## src/rtl/ckg_pkg.sv

```systemverilog
package ckg_pkg;
  localparam logic [1:0] OP_READ   = 2'd0;
  localparam logic [1:0] OP_WRITE  = 2'd1;
  localparam logic [1:0] OP_PROG   = 2'd2;
  localparam logic [1:0] OP_SETKEY = 2'd3;

  localparam logic [1:0] SEL_USE   = 2'd0;
  localparam logic [1:0] SEL_OWNER = 2'd1;
  localparam logic [1:0] SEL_RING  = 2'd2;
endpackage

```

## src/rtl/ckg_slot.sv

```systemverilog
module ckg_slot #(
  parameter int CTR_W = 48,
  parameter int KEY_W = 48,
  parameter int NUM_RINGS = 4,
  parameter logic [KEY_W-1:0] DEFAULT_KEY = '0
) (
  input  logic                 clk_i,
  input  logic                 rst_ni,
  input  logic                 event_i,
  input  logic                 cnt_we_i,
  input  logic [CTR_W-1:0]     cnt_d_i,
  input  logic                 en_we_i,
  input  logic                 en_d_i,
  input  logic                 use_we_i,
  input  logic [KEY_W-1:0]     use_d_i,
  input  logic                 own_we_i,
  input  logic [KEY_W-1:0]     own_d_i,
  input  logic                 ring_we_i,
  input  logic [NUM_RINGS-1:0] ring_d_i,
  output logic [CTR_W-1:0]     cnt_o,
  output logic                 en_o,
  output logic [KEY_W-1:0]     use_key_o,
  output logic [KEY_W-1:0]     own_key_o,
  output logic [NUM_RINGS-1:0] ring_blk_o
);

  always_ff @(posedge clk_i or negedge rst_ni) begin
    if (!rst_ni) begin
      cnt_o <= '0;
    end else if (cnt_we_i) begin
      cnt_o <= cnt_d_i;              // load beats increment
    end else if (en_o && event_i) begin
      cnt_o <= cnt_o + CTR_W'(1);
    end
  end

  always_ff @(posedge clk_i or negedge rst_ni) begin
    if (!rst_ni) begin
      en_o       <= 1'b0;
      use_key_o  <= DEFAULT_KEY;
      own_key_o  <= DEFAULT_KEY;
      ring_blk_o <= '0;
    end else begin
      if (en_we_i)   en_o       <= en_d_i;
      if (use_we_i)  use_key_o  <= use_d_i;
      if (own_we_i)  own_key_o  <= own_d_i;
      if (ring_we_i) ring_blk_o <= ring_d_i;
    end
  end

endmodule

```

## src/rtl/ckg_auth.sv

```systemverilog
module ckg_auth
  import ckg_pkg::*;
#(
  parameter int KEY_W = 48,
  parameter int NUM_RINGS = 4,
  parameter logic [KEY_W-1:0] DEFAULT_KEY = '0,
  localparam int RING_W = $clog2(NUM_RINGS)
) (
  input  logic                 valid_i,
  input  logic [1:0]           op_i,
  input  logic [1:0]           sel_i,
  input  logic                 legacy_i,
  input  logic [KEY_W-1:0]     key_i,
  input  logic [RING_W-1:0]    ring_i,
  input  logic [KEY_W-1:0]     new_key_i,
  input  logic [KEY_W-1:0]     use_key_i,
  input  logic [KEY_W-1:0]     own_key_i,
  input  logic [NUM_RINGS-1:0] ring_blk_i,
  output logic                 fault_o,
  output logic                 rd_en_o,
  output logic                 cnt_we_o,
  output logic                 en_we_o,
  output logic                 use_we_o,
  output logic                 own_we_o,
  output logic [KEY_W-1:0]     own_d_o,
  output logic                 ring_we_o
);

  logic [KEY_W-1:0] eff_key;
  logic use_ok, unclaimed, own_ok, sel_ok, is_set, grant, set_ok, claim;

  assign eff_key   = legacy_i ? DEFAULT_KEY : key_i;
  assign use_ok    = (eff_key == use_key_i) && !ring_blk_i[ring_i];
  assign unclaimed = (own_key_i == DEFAULT_KEY);
  assign own_ok    = unclaimed || (eff_key == own_key_i);
  assign sel_ok    = (sel_i != 2'd3);
  assign is_set    = (op_i == OP_SETKEY);

  always_comb begin
    grant = 1'b0;
    if (valid_i) begin
      if (is_set) grant = own_ok && sel_ok;
      else        grant = use_ok;
    end
  end

  assign set_ok    = grant && is_set;
  assign claim     = set_ok && unclaimed;
  assign fault_o   = valid_i && !grant;
  assign rd_en_o   = grant && (op_i == OP_READ);
  assign cnt_we_o  = grant && (op_i == OP_WRITE);
  assign en_we_o   = grant && (op_i == OP_PROG);
  assign use_we_o  = set_ok && (sel_i == SEL_USE);
  assign ring_we_o = set_ok && (sel_i == SEL_RING);
  assign own_we_o  = set_ok && ((sel_i == SEL_OWNER) || claim);
  assign own_d_o   = (sel_i == SEL_OWNER) ? new_key_i : eff_key;

endmodule

```

## src/rtl/ckg_rsp.sv

```systemverilog
module ckg_rsp #(
  parameter int CTR_W = 48
) (
  input  logic             clk_i,
  input  logic             rst_ni,
  input  logic             valid_i,
  input  logic             fault_i,
  input  logic             rd_en_i,
  input  logic [CTR_W-1:0] cnt_i,
  output logic             valid_o,
  output logic             fault_o,
  output logic [CTR_W-1:0] rdata_o
);

  always_ff @(posedge clk_i or negedge rst_ni) begin
    if (!rst_ni) begin
      valid_o <= 1'b0;
      fault_o <= 1'b0;
      rdata_o <= '0;
    end else begin
      valid_o <= valid_i;
      fault_o <= fault_i;
      rdata_o <= rd_en_i ? cnt_i : '0;
    end
  end

endmodule

```

## src/rtl/ctr_key_guard.sv

```systemverilog
module ctr_key_guard #(
  parameter int NUM_CTR = 4,
  parameter int CTR_W = 48,
  parameter int KEY_W = 48,
  parameter int NUM_RINGS = 4,
  parameter logic [KEY_W-1:0] DEFAULT_KEY = 48'h0000_0000_0ACE,
  localparam int IDX_W = $clog2(NUM_CTR),
  localparam int RING_W = $clog2(NUM_RINGS)
) (
  input  logic               clk_i,
  input  logic               rst_ni,
  input  logic               req_valid_i,
  input  logic [1:0]         req_op_i,
  input  logic [IDX_W-1:0]   req_ctr_i,
  input  logic [1:0]         req_sel_i,
  input  logic               req_legacy_i,
  input  logic [KEY_W-1:0]   req_key_i,
  input  logic [RING_W-1:0]  req_ring_i,
  input  logic [CTR_W-1:0]   req_wdata_i,
  input  logic [NUM_CTR-1:0] event_i,
  output logic               rsp_valid_o,
  output logic               rsp_fault_o,
  output logic [CTR_W-1:0]   rsp_rdata_o
);

  logic [NUM_CTR-1:0][CTR_W-1:0]     cnt_q;
  logic [NUM_CTR-1:0]                en_q;
  logic [NUM_CTR-1:0][KEY_W-1:0]     use_q;
  logic [NUM_CTR-1:0][KEY_W-1:0]     own_q;
  logic [NUM_CTR-1:0][NUM_RINGS-1:0] ring_q;
  logic [NUM_CTR-1:0]                hit;
  logic [NUM_CTR-1:0]                cnt_we_vec;

  logic             fault, rd_en, cnt_we, en_we, use_we, own_we, ring_we;
  logic [KEY_W-1:0] own_d;

  ckg_auth #(
    .KEY_W(KEY_W), .NUM_RINGS(NUM_RINGS), .DEFAULT_KEY(DEFAULT_KEY)
  ) u_auth (
    .valid_i    (req_valid_i),
    .op_i       (req_op_i),
    .sel_i      (req_sel_i),
    .legacy_i   (req_legacy_i),
    .key_i      (req_key_i),
    .ring_i     (req_ring_i),
    .new_key_i  (req_wdata_i[KEY_W-1:0]),
    .use_key_i  (use_q[req_ctr_i]),
    .own_key_i  (own_q[req_ctr_i]),
    .ring_blk_i (ring_q[req_ctr_i]),
    .fault_o    (fault),
    .rd_en_o    (rd_en),
    .cnt_we_o   (cnt_we),
    .en_we_o    (en_we),
    .use_we_o   (use_we),
    .own_we_o   (own_we),
    .own_d_o    (own_d),
    .ring_we_o  (ring_we)
  );

  for (genvar i = 0; i < NUM_CTR; i++) begin : g_slot
    assign hit[i]        = (req_ctr_i == IDX_W'(i));
    assign cnt_we_vec[i] = hit[i] && cnt_we;

    ckg_slot #(
      .CTR_W(CTR_W), .KEY_W(KEY_W), .NUM_RINGS(NUM_RINGS), .DEFAULT_KEY(DEFAULT_KEY)
    ) u_slot (
      .clk_i      (clk_i),
      .rst_ni     (rst_ni),
      .event_i    (event_i[i]),
      .cnt_we_i   (cnt_we_vec[i]),
      .cnt_d_i    (req_wdata_i),
      .en_we_i    (hit[i] && en_we),
      .en_d_i     (req_wdata_i[0]),
      .use_we_i   (hit[i] && use_we),
      .use_d_i    (req_wdata_i[KEY_W-1:0]),
      .own_we_i   (hit[i] && own_we),
      .own_d_i    (own_d),
      .ring_we_i  (hit[i] && ring_we),
      .ring_d_i   (req_wdata_i[NUM_RINGS-1:0]),
      .cnt_o      (cnt_q[i]),
      .en_o       (en_q[i]),
      .use_key_o  (use_q[i]),
      .own_key_o  (own_q[i]),
      .ring_blk_o (ring_q[i])
    );
  end

  ckg_rsp #(.CTR_W(CTR_W)) u_rsp (
    .clk_i   (clk_i),
    .rst_ni  (rst_ni),
    .valid_i (req_valid_i),
    .fault_i (fault),
    .rd_en_i (rd_en),
    .cnt_i   (cnt_q[req_ctr_i]),
    .valid_o (rsp_valid_o),
    .fault_o (rsp_fault_o),
    .rdata_o (rsp_rdata_o)
  );

endmodule

```

## config.mk

```make
export PLATFORM = sky130hd
export DESIGN_NAME = ctr_key_guard
export DESIGN_NICKNAME = d
export VERILOG_FILES = /design/src/rtl/ckg_pkg.sv /design/src/rtl/ckg_slot.sv /design/src/rtl/ckg_auth.sv /design/src/rtl/ckg_rsp.sv /design/src/rtl/ctr_key_guard.sv
export SDC_FILE = /design/constraint.sdc
export NUM_CORES = 1
export LEC_CHECK = 0
export ABC_AREA = 1
export BUFFER_PORTS_ARGS = -buffer_cell sky130_fd_sc_hd__buf_4
export CORE_UTILIZATION = 46
export DETAILED_ROUTE_END_ITERATION = 12
export PLACE_DENSITY = 0.7
export SETUP_SLACK_MARGIN = 0.2
export SLEW_MARGIN = 20
export SYNTH_ARGS = -nofsm -noshare
export SYNTH_HDL_FRONTEND = slang
export SYNTH_SLANG_ARGS = --single-unit
```

## constraint.sdc

```tcl
create_clock -name clk_i -period 6.94 [get_ports clk_i]
set_input_delay 1.388 -clock clk_i [delete_from_list [all_inputs] [get_ports clk_i]]
set_output_delay 1.388 -clock clk_i [all_outputs]
set_load 0.1 [all_outputs]
```

======== Word level (Yosys, flattened, before mapping) ========
Index checks and enable logic that the tools add are counted.
cells by class
  add/subtract/negate cells ............... 4
  $lt $le $gt $ge ......................... 2
  eq/ne operators ......................... 12
  muxes and demuxes ....................... 23
  reduce and logical (&&, ||, !) cells .... 46
operators with widths
  kind                   number
  $mux 48                14
  $bmux 48 s2            3
  $add 48x1->48 const B  4
  $eq 48x48->1           2
  $eq 48x12->1 const B   1
  $logic_and 1x1->1      35
  $eq 2x2->1 const B     5
  $bmux 4 s2             1
  $reduce_bool 2->1      4
  $eq 2x1->1 const B     3
  $logic_not 2->1        3
  $lt 2x3->1 const B     2
  $mux 4                 1
  $mux 1                 3
  $bmux 1 s2             1
  $logic_not 1->1        2
  $logic_or 1x1->1       2
  $ne 2x2->1 const B     1
storage, ports and cells
  flip-flop bits (word level) ............. 646
  input port bits ......................... 112
  output and inout bits ................... 50
  word-level logic and storage cells ...... 110

======== Longest topological paths before layout ========
Gate-level depths: netlist of the first run.
  depth in word-level cells ............... 13
  gate-level depth with buffers ........... 24
  mapped depth without buffers ............ 21

======== By module ========
From an unflattened synthesis of the first run, not the netlist that was laid out.
unflattened totals
  cell total of the unflattened synthesis .. 5445
  area, all modules ....................... 39890.8 µm²
by module, submodules not included
  module         instances  cells an instance  area each (µm²)  sequential area each (µm²)
  ckg_slot       4          770                7348.3           3746.1
  ctr_key_guard  1          1461               5612.9           0.0
  ckg_auth       1          753                3233.1           0.0
  ckg_rsp        1          151                1651.6           1251.2

======== Least setup slack after synthesis of the first run ========
OpenSTA, ideal clock, no wires.
  path kind ............................... input port to flip-flop
  from .................................... input req_ctr_i[0]
  to ...................................... register g_slot[0].u_slot.own_key_o[14]
  setup time .............................. 66 ps
  data arrival time ....................... 3597 ps
  required time ........................... 6874 ps
  path slack .............................. 3277 ps
  cell stages on the path ................. 20
  path buffers ............................ 3
  cells stage by stage .................... nand2_1 > clkbuf_1 > nor2_1 > a21oi_1 > nand2_1 > nand2_1 > nand2_1 > nor2_1 > nand2_1 > nor2_1 > nand3_1 > nor2_2 > inv_1 > nand2_1 > nand3_1 > nor2_1 > buf_2 > buf_2 > nand3_1 > nand2_1
between the ends
  word-level cells in the longest chain between the ends .. 13
  elaborated cells between the ends (all ways) .. 23
  classes of those cells .................. 3 x eq/ne; 10 x mux; 10 x reduce/logical
RTL lines
  element                                                               RTL line             source
  start: declaration                                                    ctr_key_guard.sv:14  input logic [IDX_W-1:0] req_ctr_i,
  parallel branches: the longest is 12 deep, another holds $bmux 48 s2  -
  $logic_and 1x1->1 *                                                   ctr_key_guard.sv:76  .own_we_i (hit[i] && own_we),
  end signal: assignment                                                ckg_slot.sv:46       if (own_we_i) own_key_o <= own_d_i;
  end: declaration                                                      ckg_slot.sv:23       output logic [KEY_W-1:0] own_key_o,
Every way passes the cells marked *. The select of a mux whose other input is x is not followed.
A chain may end at the register's enable or synchronous reset.

======== Final worst setup path of the first run ========
  from .................................... input req_ctr_i[1]
  to ...................................... register g_slot[1].u_slot.own_key_o[44]
between the ends
  word-level cells in the longest chain between the ends .. 13
  elaborated cells between the ends (all ways) .. 23
  classes of those cells .................. 4 x eq/ne; 10 x mux; 9 x reduce/logical
RTL lines
  element                                                               RTL line
  parallel branches: the longest is 12 deep, another holds $bmux 48 s2  -
  $logic_and 1x1->1 *                                                   ctr_key_guard.sv:76
  end signal: assignment                                                ckg_slot.sv:46
  end: declaration                                                      ckg_slot.sv:23
Marks and branches as above.

==> metrics.yaml, run 1 <==
drt:
  post-route-drc-count: 0
  routed_via_density: 5.73
  ant_nets: 0
  via_count: 40776
  wl_mm: 163
  wl_per_cell_um: 22.9
  first_pass_iters: 6
  drtIter0Drc: 4644
logic_synthesis:
  syn_area_um2: 40700
  synth_ff_type: "dfrtp_1"
  ys_ff_latch: 646
  ys_types: 46
  async_flop_share_pct: 100
  yosysWarnings: 0
  synth_seq_area_share_pct: 39.9
  synth_enable_flop_cells: 0
  synth_cells: 5916
  syn_avg_cell_area_um2: 6.88
  synth_fp_nets: 6032
timing:
  relSlewSlack_pct: 18.0
  holdWs_ns: 0.480
  hold_violations: 0
  fin_crit_sh_pct: 74.9
  finalSetupTns_ns: 0
  worst_pin_slew_ns: 1.22
  skew_ns: 0.0353
  fmax_mhz: 192
  final_max_slew_viol_count: 0
  rsz0062_at_grt: "false"
  setup_viol: 0
  finalCriticalPeriod_ns: 5.20
clock_tree:
  postCtsResizedCells: 0
  cts_num_sinks: 646
  cts_inserted_buffers: 77
  cts_tree: "yes"
  clock-root-buffer: "clkbuf_16"
  postCtsHoldBufs: 0
  cts_max_path_buffers: 3
  path_clk_slew_ns: 0.06
  clk_latency_ns: 0.67
  h-tree-depth: 3
  post_cts.repair.setup_buffers: 0
grt:
  grt_max_degree: 153
  antenna_found_initial: 5
  grt_pass1_wl_mm: 243
  grt_usage_pct: 35.8
  grt_pass1_vias: 37740
  gr-total-overflow: 0
layout:
  ff_latch_area_um2: 16200
  final_core_util_pct: 52.3
  layout_commonest_cell: "nand2_1"
  final.fill_count: 8719
  final_cell_mix: "nand2_1 (1,616), nand3_1 (743), inv_1 (710)"
  area_growth_pct: 12.0
  drive_gt1_share_pct: 7.96
  multi_input_area_um2: 20300
  layout.nets: 6013
worst_setup_path:
  slowest_delay_ns: 0.65
  rr_worst_depth: 18
  crit_family: "simple AND/OR/NAND/NOR gates"
  cp.arrival_ns: 5.77
  cp.required_ns: 7.51
  crit_buf_inv: 5
  crit_path_top_delay_cell: "nor2_4"
  rrSetupSlack_ns: 3.34
  regToRegStartpoint: "g_slot[3].u_slot.use_key_o[15]$_DFFE_PN0P_"
  path_cells: "buf_4 -> inv_2 -> nand2_8 -> buf_12 -> nor2_1 -> nor2_1 -> nand2_1 -> nand2_1 -> nand4_1 -> nor2_1 -> nand2_1 -> nor2_1 -> nand2_1 -> nor2_2 -> inv_1 -> nand2_1 -> nand3_1 -> nor2_4 -> buf_12 -> nand3_1 -> nand2_1"
  crit_top_cell: "nand2_1"
  endpoint_kind: "register"
  crit_path_max_fanout: 72
  worstSetupPathType: "primary input to register"
  timing.rr.end: "g_slot[1].u_slot.own_key_o[44]$_DFFE_PN0P_"
  crit_path_start_kind: "primary input"
placement:
  gp_congestion: 1.00
  dp_hpwl_mm: 116
  io_buffer_count: 161
pwr:
  ir_drop_mv: 0.166
  p_leak_uw: 0.0218
  p_total_uw: 8830
  power_density_nw_per_um2: 194
die:
  dieWidth_um: 299
  rows: 108
  io_pins: 162
  core_area_um2: 87200
  die_h_um: 299
  dieArea_um2: 89600
  start_util_pct: 46.7
hold_path:
  hp-start: "g_slot[1].u_slot.cnt_o[47]$_DFFE_PN0P_"
  hold_class: "register to register"
  hold_depth: 2
  hold_end: "g_slot[1].u_slot.cnt_o[47]$_DFFE_PN0P_"
run:
  drv_cap: 0
outcome:
  run_status: "finished clean"
## metal layers
metal	share of wire (%)	vias up	track usage, %
met5	0.0068	-	0
met4	6.3	2	20.6
met3	8.8	394	5.46
met2	45	2014	55.3
met1	40	19462	48.0
li1	-	18904	-
## cell usage after synthesis (2+ instances only)
| master | number | area, um^2 |
|---|---|---|
| dfstp_2 | 56 | 1470 |
| nand3_1 | 743 | 3720 |
| nor3b_1 | 14 | 105 |
| a221oi_1 | 40 | 350 |
| o21bai_1 | 402 | 3020 |
| o21ai_0 | 156 | 781 |
| inv_1 | 711 | 2670 |
| clkbuf_2 | 13 | 65.1 |
| nor2_2 | 2 | 12.5 |
| o31ai_1 | 4 | 30.0 |
| nor3_1 | 94 | 470 |
| ha_1 | 4 | 50.1 |
| or2_2 | 10 | 62.6 |
| buf_2 | 66 | 330 |
| o22ai_1 | 34 | 213 |
| buf_4 | 17 | 128 |
| a31oi_1 | 4 | 25.0 |
| nand2_1 | 1619 | 6080 |
| clkinv_1 | 2 | 7.51 |
| xnor2_1 | 31 | 272 |
| nand2_2 | 2 | 12.5 |
| nand3b_1 | 4 | 30.0 |
| dfrtp_1 | 590 | 14800 |
| nor4_1 | 52 | 325 |
| o21ai_1 | 26 | 130 |
| buf_1 | 39 | 146 |
| inv_2 | 4 | 15.0 |
| nor2_1 | 603 | 2260 |
| nor2_4 | 3 | 33.8 |
| nand4_1 | 59 | 369 |
| clkbuf_1 | 227 | 852 |
| xor2_1 | 101 | 885 |
| o221ai_1 | 2 | 17.5 |
| a21oi_1 | 161 | 806 |
| o311ai_0 | 2 | 17.5 |
| a22oi_1 | 9 | 67.6 |
## worst max-delay path by stage
stage	from	end	slack, ns	cells after the start
2_1_floorplan	req_ctr_i[0]	g_slot[0].u_slot.own_key_o[14]$_DFFE_PN0P_	3.28	20
3_3_place_gp	req_ctr_i[1]	g_slot[3].u_slot.own_key_o[44]$_DFFE_PN0P_	1.27	21
3_5_place_dp	req_ctr_i[0]	g_slot[3].u_slot.own_key_o[36]$_DFFE_PN0P_	1.22	21
4_1_cts	req_ctr_i[0]	g_slot[0].u_slot.own_key_o[44]$_DFFE_PN0P_	1.91	21
5_1_grt	req_ctr_i[0]	g_slot[1].u_slot.own_key_o[38]$_DFFE_PN0P_	1.56	19
6_report	req_ctr_i[1]	g_slot[1].u_slot.own_key_o[44]$_DFFE_PN0P_	1.74	21
## worst reg2reg max path, cell delays in order (launching register included)
cell,delay [ns]
dfrtp_1,0.36
inv_1,0.07
nor2_1,0.05
a21oi_1,0.37
nand3_1,0.12
nand2_1,0.23
nand2_1,0.13
nor2_1,0.11
nand2_1,0.06
nor2_1,0.10
nand2_1,0.07
nor2_2,0.28
inv_1,0.07
nand2_1,0.15
nand3_1,0.23
nor2_4,0.65
buf_12,0.28
nand3_1,0.10
nand2_1,0.11
## sequential cells by signal (all words and copies together), names as in the netlist
name,count
g_slot.u_slot.cnt_o,192
g_slot.u_slot.en_o,4
g_slot.u_slot.own_key_o,192
g_slot.u_slot.ring_blk_o,16
g_slot.u_slot.use_key_o,192
u_rsp.fault_o,1
u_rsp.rdata_o,48
u_rsp.valid_o,1
## report_power, final
group,switching (uW),internal [uW]
clock network,1740,2430
logic,720,184
registers,0.176,3770
## cell type report
cell class / instances / area share (%)
repair buffers: 265 / 5.10
inverters: 717 / 5.91
multi-input cells: 4190 / 44.6
well taps: 1155 / 3.17
diodes: 2 / 0.0110
clock inverters: 24 / 0.546
clock buffers: 115 / 5.01
flip-flops and latches: 646 / 35.6
## stage by stage
stage | cells | setup slack [ns] | area [um^2]
2_1_floorplan | 5916 | 3.28 | 40700
3_3_place_gp | 6973 | 1.27 | 43000
3_5_place_dp | 6973 | 1.22 | 43000
4_1_cts | 7112 | 1.91 | 45600
5_1_grt | 7114 | 1.56 | 45600
6_report | 7114 | 1.74 | 45600
## kinds of logic (layout without fill, tap and decap cells)
kind of cell / count (synthesis) / after routing / synth area share [%]
AO/OA/AOI/OAI: 842 / 842 / 13.4
buffers and inverters: 1080 / 1121 / 10.4
flip-flops: 646 / 646 / 39.9
XOR/XNOR: 132 / 132 / 2.84
other: 0 / 2 / 0
adder cells (fa/ha/maj): 4 / 4 / 0.123
AND/OR/NAND/NOR: 3212 / 3212 / 33.3
(Power assumes the default switching activity.)
==> run 2: changes to the inputs <==
- ABC_AREA: 1 -> 0
- PLACE_DENSITY: 0.7 -> 0.71
- clock period: 6.94 -> 5.2 ns (I/O delays scaled with it)
==> run 2 against run 1 <==
Against the previous run: total power rose by 24%; die area fell by 15%; sequential share of layout area rose by 5.5 points; critical endpoint is now g_slot[2].u_slot.own_key_o[22]$_DFFE_PN0P_; clock power rose by 26%; via count fell by 37%; utilization rose by 0.73 points; sequential power rose by 33%; cell area fell by 13%; register-to-register slack got worse by 2.1 ns; combinational power fell by 19%.
==> metrics.yaml, run 2 <==
die:
  start_util_pct: 46.6  # -0.12 points
  core_area_um2: 74400  # -15%
  dieWidth_um: 277  # -7.6%
  die_h_um: 277  # -7.6%
  io_pins: 162  # unchanged
  dieArea_um2: 76500  # -15%
  rows: 100  # -7.4%
logic_synthesis:
  synth_largest_area_cell: "dfrtp_1"
  synth_ff_type: "dfrtp_1"
  ys_types: 83  # +80%
  synth_fp_nets: 3003  # -50%
  synth_enable_flop_cells: 0  # unchanged
  yosysMostFrequentCell: "dfrtp_1"
  synth_seq_area_share_pct: 46.8  # +6.9 points
  ys_ff_latch: 646  # unchanged
  synth_top_area_share_pct: 42.6  # +6.3 points
  synthTopCellsByArea: "dfrtp_1 (43%), mux4_2 (8.7%), mux2_2 (8.4%)"
  syn_area_um2: 34700  # -15%
  synthTopCellsByCount: "dfrtp_1 (590), mux2_2 (258), a22o_1 (195)"
  synth_cells: 2887  # -51%
  syn_avg_cell_area_um2: 12.0  # +75%
  yosysWarnings: 0  # unchanged
  async_flop_share_pct: 100  # unchanged
hold_path:
  hold_class: "primary input to asynchronous set/reset pin"
grt:
  antenna_found_initial: 2  # -3
  grt_util_met2_pct: 46.4  # -8.9 points
  grt-busiest-layer: "met2"
  grt_max_degree: 124  # -19%
  use_met3_pct: 5.31  # -0.16 points
  grt_pass1_vias: 26555  # -30%
  gr-total-overflow: 0  # unchanged
  grt_pass1_wl_mm: 171  # -29%
  grt_usage_pct: 29.5  # -6.3 points
  grt.met1_usage_pct: 40.1  # -7.9 points
clock_tree:
  cts_num_sinks: 646  # unchanged
  postCtsHoldBufs: 0  # unchanged
  clk_latency_ns: 0.62  # -0.05 ns
  cts_max_path_buffers: 3  # unchanged
  cts_tree: "yes"
  path_clk_slew_ns: 0.06  # about the same
  postCtsResizedCells: 0  # unchanged
  clock-root-buffer: "clkbuf_16"
  post_cts.repair.setup_buffers: 0  # unchanged
  cts_inserted_buffers: 70  # -9.1%
  h-tree-depth: 3  # unchanged
outcome:
  run_status: "finished clean"
layout:
  design_area_um2: 39500  # -13%
  layout.nets: 3109  # -48%
  top_regs: "g_slot.u_slot.cnt_o: 192 flops, g_slot.u_slot.own_key_o: 192 flops, g_slot.u_slot.use_key_o: 192 flops"
  layout_commonest_cell: "dfrtp_1"
  final_cell_mix: "dfrtp_1 (590), mux2_2 (258), buf_4 (223)"
  final.fill_count: 6178  # -29%
  area_growth_pct: 13.9
  drive_gt1_share_pct: 28.1  # +20 points
worst_setup_path:
  endpoint_kind: "register"
  crit_buf_inv: 5  # unchanged
  path_cells: "buf_8 -> buf_12 -> mux4_2 -> nor4_1 -> nand3_1 -> nor4_1 -> buf_4 -> nand4_1 -> buf_4 -> a21oi_1 -> and3_2 -> buf_12 -> mux2_2"
  slowest_delay_ns: 0.62  # -0.03 ns
  crit_path_top_delay_cell: "mux4_2"
  rrSetupSlack_ns: 1.28  # -2.06 ns
  cp.arrival_ns: 5.11  # -0.66 ns
  rr_worst_depth: 11  # -7
  timing.rr.end: "g_slot[2].u_slot.own_key_o[22]$_DFFE_PN0P_"
  crit_path_start_kind: "primary input"
  crit_family: "simple AND/OR/NAND/NOR gates"
  regToRegStartpoint: "g_slot[3].u_slot.own_key_o[25]$_DFFE_PN0P_"
  worstSetupPathType: "primary input to register"
  crit_path_max_fanout: 27  # -63%
  cp.required_ns: 5.68  # -1.83 ns
timing:
  fmax_mhz: 216
  setup_viol: 0  # unchanged
  hold_violations: 0  # unchanged
  skew_ns: 0.0263  # -0.00899 ns
  relSlewSlack_pct: 38.7  # +21 points
  rsz0062_at_grt: "false"
  worst_pin_slew_ns: 0.916  # -0.303 ns
  fin_crit_sh_pct: 89.0
  finalCriticalPeriod_ns: 4.63
  finalSetupTns_ns: 0  # unchanged
  final_max_slew_viol_count: 0  # unchanged
  holdWs_ns: 0.311  # -0.169 ns
placement:
  io_buffer_count: 161  # unchanged
  placed_cell_area_um2: 37000  # -14%
  gp_congestion: 0.952  # -4.9%
  dp_hpwl_mm: 79.5  # -31%
drt:
  wl_mm: 112  # -31%
  routed_via_density: 6.40  # +12%
  via_count: 25720  # -37%
  wl_per_cell_um: 27.9  # +22%
  post-route-drc-count: 0  # unchanged
  first_pass_iters: 7  # +1
  drtIter0Drc: 2420  # -48%
  ant_nets: 0  # unchanged
pwr:
  ir_drop_mv: 0.229  # +38%
  comb_power_share_pct: 6.7  # -3.5 points
  p_leak_uw: 0.0182  # -17%
  power_density_nw_per_um2: 279  # +44%
  p_int_uw: 8380  # +31%
  pwr-share-seq_pct: 45.8  # +3.1 points
  pwr-share-clk_pct: 47.6  # +0.5 points
  swShare_pct: 23.7  # -4.1 points
  p_sw_uw: 2610  # +6.3%
run:
  drv_cap: 0  # unchanged
run 2: cell types whose count changed after synthesis, moves of 145 or more:
| cell | before | now |
|---|---|---|
| a21oi_1 | 161 | 16 |
| a22o_1 | 0 | 195 |
| inv_1 | 711 | 43 |
| mux2_2 | 0 | 258 |
| nand2_1 | 1619 | 185 |
| nand3_1 | 743 | 114 |
| nor2_1 | 603 | 119 |
| o21bai_1 | 402 | 2 |
run 2: worst max path at each step:
| stage | end | depth (start not counted) | startpoint | slack (ns) |
|---|---|---|---|---|
| after floorplan | g_slot[0].u_slot.own_key_o[31]$_DFFE_PN0P_ | 15 | req_ctr_i[1] | 0.80 |
| after global placement | g_slot[3].u_slot.own_key_o[25]$_DFFE_PN0P_ | 14 | req_ctr_i[0] | 0.1 |
| after detailed placement | g_slot[2].u_slot.own_key_o[19]$_DFFE_PN0P_ | 13 | req_ctr_i[0] | 0.05 |
| after CTS | g_slot[2].u_slot.own_key_o[19]$_DFFE_PN0P_ | 13 | req_ctr_i[0] | 0.66 |
| after global routing | g_slot[2].u_slot.own_key_o[15]$_DFFE_PN0P_ | 13 | req_ctr_i[0] | 0.46 |
| final | g_slot[2].u_slot.own_key_o[22]$_DFFE_PN0P_ | 13 | req_ctr_i[0] | 0.57 |
run 2: cell type report:
type	count	area, um^2	share of cell area [%]
Timing Repair Buffer	264	2480	6.29
Clock inverter	23	330	0.837
Multi-Input combinational cell	1968	17000	43.0
Antenna cell	1	2.50	0.00634
Clock buffer	105	2060	5.21
Sequential cell	646	16200	41.1
Tap cell	969	1210	3.07
Inverter	43	161	0.409
run 2: cell families after synthesis:
| logic type | Yosys count | synth area share [%] |
|---|---|---|
| flip-flops | 646 | 46.8 |
| XOR/XNOR | 224 | 5.66 |
| multiplexers | 537 | 21.7 |
| adder cells (fa/ha/maj) | 4 | 0.144 |
| AO/OA/AOI/OAI | 435 | 9.57 |
| buffers and inverters | 273 | 4.31 |
| AND/OR/NAND/NOR | 768 | 11.8 |
run 2: routing by layer:
metal | vias up | share of wire [%] | routed length (um)
met2 | 1218 | 47 | 52400
met4 | 0 | 4.4 | 4970
met5 | - | 0 | 0
met1 | 13399 | 41 | 45800
met3 | 242 | 8.1 | 9090
li1 | 10861 | - | -
run 2: per-stage QoR:
stage / setup slack [ns] / total power [uW] / std cells / utilization, %
after global routing: 0.464 / 11300 / 4018 / 53.0
after floorplan: 0.804 / 5440 / 2887 / -
after global placement: 0.0984 / 5830 / 3889 / 49.8
after CTS: 0.659 / 11000 / 4017 / 53.0
final: 0.571 / 11000 / 4019 / 53.0
after detailed placement: 0.0459 / 5850 / 3889 / 49.8
run 2: power groups by stage:
| stage | registers, uW | clock network [uW] | logic (uW) |
|---|---|---|---|
| 2_1_floorplan | 5130 | 0 | 314 |
| 3_3_place_gp | 5120 | 0 | 711 |
| 3_5_place_dp | 5120 | 0 | 725 |
| 4_1_cts | 5030 | 5290 | 727 |
| 5_1_grt | 5030 | 5490 | 774 |
| 6_report | 5030 | 5230 | 734 |
